$ cat src/rtl/eth_tx_pkg.sv
package eth_tx_pkg;
  typedef enum logic [2:0] {
    ST_IDLE, ST_PRE, ST_SFD, ST_DATA, ST_PAD, ST_FCS, ST_DONE, ST_ABORT
  } tx_state_t;

  localparam logic [31:0] CRC_POLY_REFL = 32'hEDB88320;
  localparam logic [7:0]  PRE_BYTE      = 8'h55;
  localparam logic [7:0]  SFD_BYTE      = 8'hD5;

  // one CRC step on the bit-reversed register, fed with the transmitted bit
  function automatic logic [31:0] crc_bit_step(input logic [31:0] c, input logic b);
    crc_bit_step = (c >> 1) ^ ((c[0] ^ b) ? CRC_POLY_REFL : 32'h0);
  endfunction
endpackage

$ cat src/rtl/eth_tx_crc.sv
module eth_tx_crc (
  input  logic        clk,
  input  logic        rst_n,
  input  logic        clr,
  input  logic        en,
  input  logic        bit_in,
  output logic [31:0] crc_q,
  output logic [31:0] crc_nxt
);
  import eth_tx_pkg::*;

  assign crc_nxt = crc_bit_step(crc_q, bit_in);

  always_ff @(posedge clk or negedge rst_n) begin
    if (!rst_n)   crc_q <= '1;
    else if (clr) crc_q <= '1;
    else if (en)  crc_q <= crc_nxt;
  end
endmodule

$ cat src/rtl/eth_tx_shift.sv
module eth_tx_shift #(
  parameter int BYTE_W = 8
) (
  input  logic              clk,
  input  logic              rst_n,
  input  logic              load,
  input  logic [BYTE_W-1:0] load_byte,
  input  logic              run,
  output logic              bit_o,
  output logic              last_bit
);
  localparam int BC_W = $clog2(BYTE_W);

  logic [BYTE_W-1:0] sh;
  logic [BC_W-1:0]   bcnt;

  assign bit_o    = sh[0];
  assign last_bit = (bcnt == BC_W'(BYTE_W - 1));

  always_ff @(posedge clk or negedge rst_n) begin
    if (!rst_n) begin
      sh   <= '0;
      bcnt <= '0;
    end else if (load) begin
      sh   <= load_byte;
      bcnt <= '0;
    end else if (run) begin
      sh   <= sh >> 1;
      bcnt <= bcnt + 1'b1;
    end
  end
endmodule

$ cat src/rtl/eth_tx_framer.sv
module eth_tx_framer #(
  parameter int LVL_W     = 8,
  parameter int PRE_BYTES = 7,
  parameter int MIN_FRAME = 64,
  parameter int CNT_W     = 12
) (
  input  logic             clk,
  input  logic             rst_n,
  input  logic [7:0]       fifo_data,
  input  logic             fifo_valid,
  input  logic             fifo_last,
  input  logic [LVL_W-1:0] fifo_level,
  input  logic [LVL_W-1:0] start_thresh,
  input  logic             pad_en,
  input  logic             fcs_en,
  input  logic             chan_ok,
  output logic             fifo_pop,
  output logic             tx_bit,
  output logic             tx_valid,
  output logic             tx_done,
  output logic             tx_err
);
  import eth_tx_pkg::*;

  localparam int FCS_BITS   = 32;
  localparam int PAD_TARGET = MIN_FRAME - FCS_BITS / 8;
  localparam int PCNT_W     = $clog2(PRE_BYTES);
  localparam int FCNT_W     = $clog2(FCS_BITS);

  tx_state_t         state;
  logic [PCNT_W-1:0] pcnt;
  logic [CNT_W-1:0]  bcount;
  logic              last_r, pad_r, fcs_r;
  logic [31:0]       fcs_sh;
  logic [FCNT_W-1:0] fcnt;

  // named internal events
  logic start_go, active, slot_end, pre_end, pre_last, need_byte, underrun;
  logic body_slot, short_body, pad_more, body_end, pad_bit;
  logic ser_load, ser_bit, ser_last;
  logic [7:0]  ser_byte;
  logic [31:0] crc_q, crc_nxt;

  assign start_go   = (state == ST_IDLE) && chan_ok && (fifo_level != '0) &&
                      (fifo_level >= start_thresh);
  assign active     = (state == ST_PRE) || (state == ST_SFD) ||
                      (state == ST_DATA) || (state == ST_PAD);
  assign slot_end   = active && ser_last;
  assign pre_end    = slot_end && (state == ST_PRE);
  assign pre_last   = (pcnt == PCNT_W'(PRE_BYTES - 1));
  assign need_byte  = slot_end && ((state == ST_SFD) || ((state == ST_DATA) && !last_r));
  assign fifo_pop   = need_byte && fifo_valid;
  assign underrun   = need_byte && !fifo_valid;
  assign body_slot  = slot_end && (((state == ST_DATA) && last_r) || (state == ST_PAD));
  assign short_body = pad_r && (bcount < CNT_W'(PAD_TARGET));
  assign pad_more   = body_slot && short_body;
  assign body_end   = body_slot && !short_body;
  assign pad_bit    = (state == ST_PAD);

  always_comb begin
    ser_load = 1'b0;
    ser_byte = 8'h00;
    if (start_go) begin
      ser_load = 1'b1;
      ser_byte = PRE_BYTE;
    end else if (pre_end) begin
      ser_load = 1'b1;
      ser_byte = pre_last ? SFD_BYTE : PRE_BYTE;
    end else if (fifo_pop) begin
      ser_load = 1'b1;
      ser_byte = fifo_data;
    end else if (pad_more) begin
      ser_load = 1'b1;
    end
  end

  eth_tx_shift #(.BYTE_W(8)) u_shift (
    .clk(clk), .rst_n(rst_n), .load(ser_load), .load_byte(ser_byte),
    .run(active), .bit_o(ser_bit), .last_bit(ser_last)
  );

  eth_tx_crc u_crc (
    .clk(clk), .rst_n(rst_n), .clr(start_go),
    .en((state == ST_DATA) || (state == ST_PAD)),
    .bit_in(ser_bit), .crc_q(crc_q), .crc_nxt(crc_nxt)
  );

  function automatic logic [CNT_W-1:0] sat_inc(input logic [CNT_W-1:0] v);
    sat_inc = (v == '1) ? v : v + 1'b1;
  endfunction

  always_ff @(posedge clk or negedge rst_n) begin
    if (!rst_n) begin
      state  <= ST_IDLE;
      pcnt   <= '0;
      bcount <= '0;
      last_r <= 1'b0;
      pad_r  <= 1'b0;
      fcs_r  <= 1'b0;
      fcs_sh <= '0;
      fcnt   <= '0;
    end else begin
      case (state)
        ST_IDLE: if (start_go) begin
          state  <= ST_PRE;
          pcnt   <= '0;
          bcount <= '0;
          last_r <= 1'b0;
          pad_r  <= pad_en;
          fcs_r  <= fcs_en;
        end
        ST_PRE: if (slot_end) begin
          if (pre_last) state <= ST_SFD;
          else          pcnt  <= pcnt + 1'b1;
        end
        ST_SFD, ST_DATA, ST_PAD: begin
          if (underrun) begin
            state <= ST_ABORT;
          end else if (fifo_pop) begin
            state  <= ST_DATA;
            last_r <= fifo_last;
            bcount <= sat_inc(bcount);
          end else if (pad_more) begin
            state  <= ST_PAD;
            bcount <= sat_inc(bcount);
          end else if (body_end) begin
            state  <= fcs_r ? ST_FCS : ST_DONE;
            fcs_sh <= ~crc_nxt;
            fcnt   <= '0;
          end
        end
        ST_FCS: begin
          fcs_sh <= fcs_sh >> 1;
          fcnt   <= fcnt + 1'b1;
          if (fcnt == FCNT_W'(FCS_BITS - 1)) state <= ST_DONE;
        end
        default: state <= ST_IDLE;
      endcase
    end
  end

  assign tx_valid = active || (state == ST_FCS);
  assign tx_bit   = (state == ST_FCS) ? fcs_sh[0] : ser_bit;
  assign tx_done  = (state == ST_DONE);
  assign tx_err   = (state == ST_ABORT);

  a_r1_start_gated: assert property (@(posedge clk) disable iff (!rst_n)
    $rose(tx_valid) |-> $past(chan_ok && (fifo_level >= start_thresh) && (fifo_level != '0)));
  a_r2_pre_ends_zero: assert property (@(posedge clk) disable iff (!rst_n)
    pre_end |-> !tx_bit);
  a_r3_sfd_ends_one: assert property (@(posedge clk) disable iff (!rst_n)
    (slot_end && (state == ST_SFD)) |-> tx_bit);
  a_r5_pad_zero: assert property (@(posedge clk) disable iff (!rst_n)
    pad_bit |-> !tx_bit);
  a_r9_done_after_bits: assert property (@(posedge clk) disable iff (!rst_n)
    tx_done |-> ($past(tx_valid) && !tx_valid));
  a_r10_pop_valid: assert property (@(posedge clk) disable iff (!rst_n)
    fifo_pop |-> fifo_valid);
  a_r11_err_stops: assert property (@(posedge clk) disable iff (!rst_n)
    tx_err |-> (!tx_valid && !tx_done && $past(tx_valid)));
  a_r12_opts_stable: assert property (@(posedge clk) disable iff (!rst_n)
    (tx_valid && $past(tx_valid)) |-> ($stable(pad_r) && $stable(fcs_r)));
endmodule

$ cat config.mk
export PLATFORM = sky130hd
export DESIGN_NAME = eth_tx_framer
export DESIGN_NICKNAME = d
export VERILOG_FILES = /design/src/rtl/eth_tx_pkg.sv /design/src/rtl/eth_tx_crc.sv /design/src/rtl/eth_tx_shift.sv /design/src/rtl/eth_tx_framer.sv
export SDC_FILE = /design/constraint.sdc
export NUM_CORES = 1
export LEC_CHECK = 0
export BUFFER_PORTS_ARGS = -buffer_cell sky130_fd_sc_hd__buf_2
export CAP_MARGIN = 10
export CELL_PAD_IN_SITES_DETAIL_PLACEMENT = 0
export CELL_PAD_IN_SITES_GLOBAL_PLACEMENT = 2
export CORE_AREA = 2 2 123 125
export DETAILED_ROUTE_END_ITERATION = 6
export DIE_AREA = 0 0 125 127
export GPL_TIMING_DRIVEN = 1
export PLACE_DENSITY = 0.8
export SLEW_MARGIN = 10
export SYNTH_ARGS = -nofsm -noshare
export SYNTH_HDL_FRONTEND = slang
export SYNTH_HIERARCHICAL = 1
export SYNTH_SLANG_ARGS = --single-unit
$ cat constraint.sdc
create_clock -name clk -period 6.2 [get_ports clk]
set_input_delay 1.24 -clock clk [delete_from_list [all_inputs] [get_ports clk]]
set_output_delay 1.24 -clock clk [all_outputs]
set_load 0.1 [all_outputs]
Yosys cells after proc, flatten, opt, wreduce, memory -nomap -nowiden
Index checks and enable logic that the tools add are counted.

Flip-flop bits (word level): 101. Output and inout port bits: 5. Bits of input ports: 31.

Add/subtract/negate cells: 4. Mux-type cells: 50. Bitwise logic cells: 3. Equal/unequal tests: 23. $lt $le $gt $ge: 2. Reductions and logical operators: 38.

Operators by type and width (count): 32-bit two-way mux (7); 32-bit one-hot mux with 2 select lines (1); 12-bit two-way mux (5); 8-bit two-way mux (6); 3-bit two-way mux (13); 32-bit inverter (1); 31-bit by 32-bit bitwise XOR with 32-bit output (1); 12-bit one-hot mux with 2 select lines (1); 5-bit two-way mux (4); 2-bit inequality test (second input constant) (10); 3-bit equality test (second input constant) (6); 1-bit logical AND (14); 12-bit by 1-bit adder with 12-bit output (second input constant) (1); 12-bit equality test (second input constant) (1); 12-bit by 6-bit < comparator with 1-bit output (second input constant) (1); 3-bit one-hot mux with 4 select lines (1); 4-bit AND reduction (3); 5-bit one-hot mux with 2 select lines (1); 5-bit AND reduction (2); 2-bit nonzero test (5); 8-bit greater-or-equal comparator (1); 1-bit two-way mux (8); 8-bit nonzero test (1); 1-bit logical OR (7); other kinds (15) (19).

Longest topological paths before layout
Word-level depth: 12. Gate-level depth with buffers: 11. Gate-level depth less buffers: 10.

Modules after synthesis
Netlist, hierarchy kept.

By module, submodules not included: eth_tx_framer (times used 1, area each 3379.5 µm², sequential area each 1451.4 µm², cells an instance 395); eth_tx_crc (times used 1, area each 1848.0 µm², sequential area each 840.8 µm², cells an instance 141); eth_tx_shift (times used 1, area each 510.5 µm², sequential area each 275.3 µm², cells an instance 46).

Worst setup path after synthesis
No wires, ideal clock.

Kind: reg2out. Start point: reg state[2]. End point: out tx_bit. Arrival time: 2.156 ns. Cell stages (with the launch flop): 7. Path slack: 2.804 ns. Buffers on the path: 2. Cell sequence: dfrtp_1 clkbuf_1 nand2_1 nor2_1 clkbuf_1 nand2_1 nand2_1.

Word-level cells in the longest chain between the ends: 2.

RTL lines: from (decl) (line eth_tx_framer.sv:30) `tx_state_t state;`; from (signal assigned) (line eth_tx_framer.sv:127) `state <= fcs_r ? ST_FCS : ST_DONE;`; 3-bit equality test (line eth_tx_framer.sv:143) `assign tx_bit = (state == ST_FCS) ? fcs_sh[0] : ser_bit;`; 1-bit two-way mux (line eth_tx_framer.sv:143); to (decl) (line eth_tx_framer.sv:18) `output logic tx_bit,`.

No other way between the ends.

Worst setup path after layout
Start point: reg state[0]. End point: out tx_valid.

Word-level cells in the longest chain between the ends: 5. Elaborated cells between the ends (all ways): 9. Classes of those cells: eq/ne (5); reduce/logical (4).

RTL lines: 3-bit by 1-bit equality test with 1-bit output or 3-bit by 2-bit equality test with 1-bit output (tied branches) (line eth_tx_framer.sv:46) `assign active = (state == ST_PRE) || (state == ST_SFD) ||`; 1-bit logical OR (2 in a row) (line eth_tx_framer.sv:46); 1-bit logical OR (line eth_tx_framer.sv:47) `(state == ST_DATA) || (state == ST_PAD);`; 1-bit logical OR (*) (line eth_tx_framer.sv:142) `assign tx_valid = active || (state == ST_FCS);`; to (decl) (line eth_tx_framer.sv:19) `output logic tx_valid,`.

Mark *: on every way between the ends. The rest lies on a longest branch, timed or not.

==> out/results.ini <==
[run_status]
status=complete, no violations

[routing]
num_vias=4055
firstDrtPassIters=5
wl_per_cell_um=14.5
dr.first_iter.drc_count=247
wl_met3_um=240
route.top_layer_used=met4
via_per_inst=5.31
met1_length_um=5560
post-route-drc-count=0
routed_wl_um=11100
ant_nets=0
dr_wl_met2_um=5080

[critical_path]
crit_path_top_delay_cell=dfrtp_1
critPathLaunch=state[0]$_DFFE_PN0P_
path_buf_inv=1
reg2reg_from=state[1]$_DFFE_PN0P_
path_cells=nand2_1 > or2_2 > nand2b_1 > buf_2
crit_fanout=38
worstSetupStartpointType=flop
worstPathRequired_ps=4960
critPathKind=reg -> out
worstSetupEndpointType=output port
path_delay_family=simple AND/OR/NAND/NOR gates
worstPathArrival_ps=2400
slowest_delay_ps=670

[global_routing]
gr-total-overflow=0
grt_pass1_vias=4004
grt_usage=0.149
grt_pass1_wl_um=19300
antenna_found_initial=0
grt_max_degree=70

[layout]
fin_area_um2=6200
final_nets=620
syn_to_final_growth_pct=10.7
diodes=0
utilization=0.430
drive_above_1_share=0.181
fillers=1464

[flow_run]
maxCapViolations=0

[timing]
period_needed_ps=3640
setup_viol=0
holdWs_ps=476
final-hold-violation-count=0
grt_setup_unrepaired=false
worst_pin_slew_ps=1100
skew_ps=8.16
fin_crit_sh=0.587
slew-limit-headroom=0.264
tns_ps=0
final_max_slew_viol_count=0
fmax_mhz=275

[floorplan]
die_w_um=125
core_um2=14400
die-area_um2=15900
start_util=0.388
num_rows=44
io_pins=36
die_y_um=127

[pwr]
p_leak_nw=3.18
irDropWorstVdd_mv=0.153
power_density_nw_per_um2=452

[yosys]
yosys_warnings=6
syn-mean-instance-area_um2=9.93
synth_fp_nets=610
netlist_area_um2=5600
synthCells=564

[clock_tree]
numCtsBuffers=9
clock-sinks=101
clock_path_buffers=2
cts_setup_buffers=0
ctsHoldBuffers=0
cts_tree=built
path_clk_slew_ps=70
cts_root_buffer=clkbuf_16
htreeDepth=3
insertion_delay_ps=350
cts-resized-gates=0

[placed_design]
dp_hpwl_um=6830
placed_cell_area_um2=5840
port_buffers=35
place_congestion=0.715

[min_path]
min_from=pad_r$_DFFE_PN0P_
hp-class=reg -> reg

## cells in the final DEF, fill, tap and decap left out, drive strengths merged, types with 12 or more instances in the layout
master and count:
a211oi 31, dfstp 32, a211o 32, xor3 13, nand3 16, nor2b 35
buf 40, inv 12, clkbuf 13, dfrtp 69, o21ai 19, nor2 107
nand2 37, ha 15
## layout make-up
| type | instances | area, µm² | share of cell area |
|---|---|---|---|
| Clock buffer | 13 | 282 | 0.0454 |
| Clock inverter | 3 | 65.1 | 0.0105 |
| Inverter | 13 | 48.8 | 0.00787 |
| Multi-Input combinational cell | 409 | 2790 | 0.450 |
| Sequential cell | 101 | 2570 | 0.414 |
| Tap cell | 184 | 230 | 0.0371 |
| Timing Repair Buffer | 40 | 215 | 0.0347 |
## worst register-to-register path, stage by stage (launching register included)
cell,delay (ps)
dfrtp_1,660
nor2b_1,360
or2_1,330
a2bb2oi_2,260
nand2_2,240
or4_1,530
a21oi_1,160
## state kept, by name, summed over array words and instances (netlist names)
name	flops
fcs_sh	32
u_crc/crc_q	32
bcount	12
u_shift/sh	8
fcnt	5
pcnt	3
state	3
u_shift/bcnt	3
fcs_r	1
last_r	1
pad_r	1
## final timing paths
path / to / slack [ps] / cells after the start
hold / removal: pad_r$_DFFE_PN0P_ / 480 / 2
hold reg to reg: pad_r$_DFFE_PN0P_ / 480 / 2
min in group asynchronous: u_shift/bcnt[0]$_DFFE_PN0P_ / 960 / 1
setup / recovery: tx_valid / 2560 / 4
max in group asynchronous: u_crc/crc_q[24]$_DFFE_PN1P_ / 4140 / 2
setup reg to reg: bcount[4]$_DFFE_PN0P_ / 3580 / 6
## power by group
group,total (mW),switching (mW),leakage (nW),internal [mW]
registers,1.15,0.188,1.27,0.961
logic,1.01,0.520,1.74,0.488
clock network,0.643,0.243,0.171,0.400
## per-layer routing
layer  global-route usage  vias up
met5                    0        -
met4               0.0667        0
met3               0.0226       10
met2                0.240       53
met1                0.199     1986
li1                     -     2006
## through the flow
| stage | instances | worst slack [ps] | power [mW] |
|---|---|---|---|
| 2_1_floorplan | 564 | 2800 | 2.00 |
| 4_1_cts | 762 | 2520 | 2.83 |
| 6_report | 763 | 2560 | 2.80 |
| 3_5_place_dp | 746 | 2230 | 2.17 |
| 5_1_grt | 763 | 2400 | 3.01 |
| 3_3_place_gp | 746 | 2300 | 2.15 |
(Power assumes the default switching activity.)
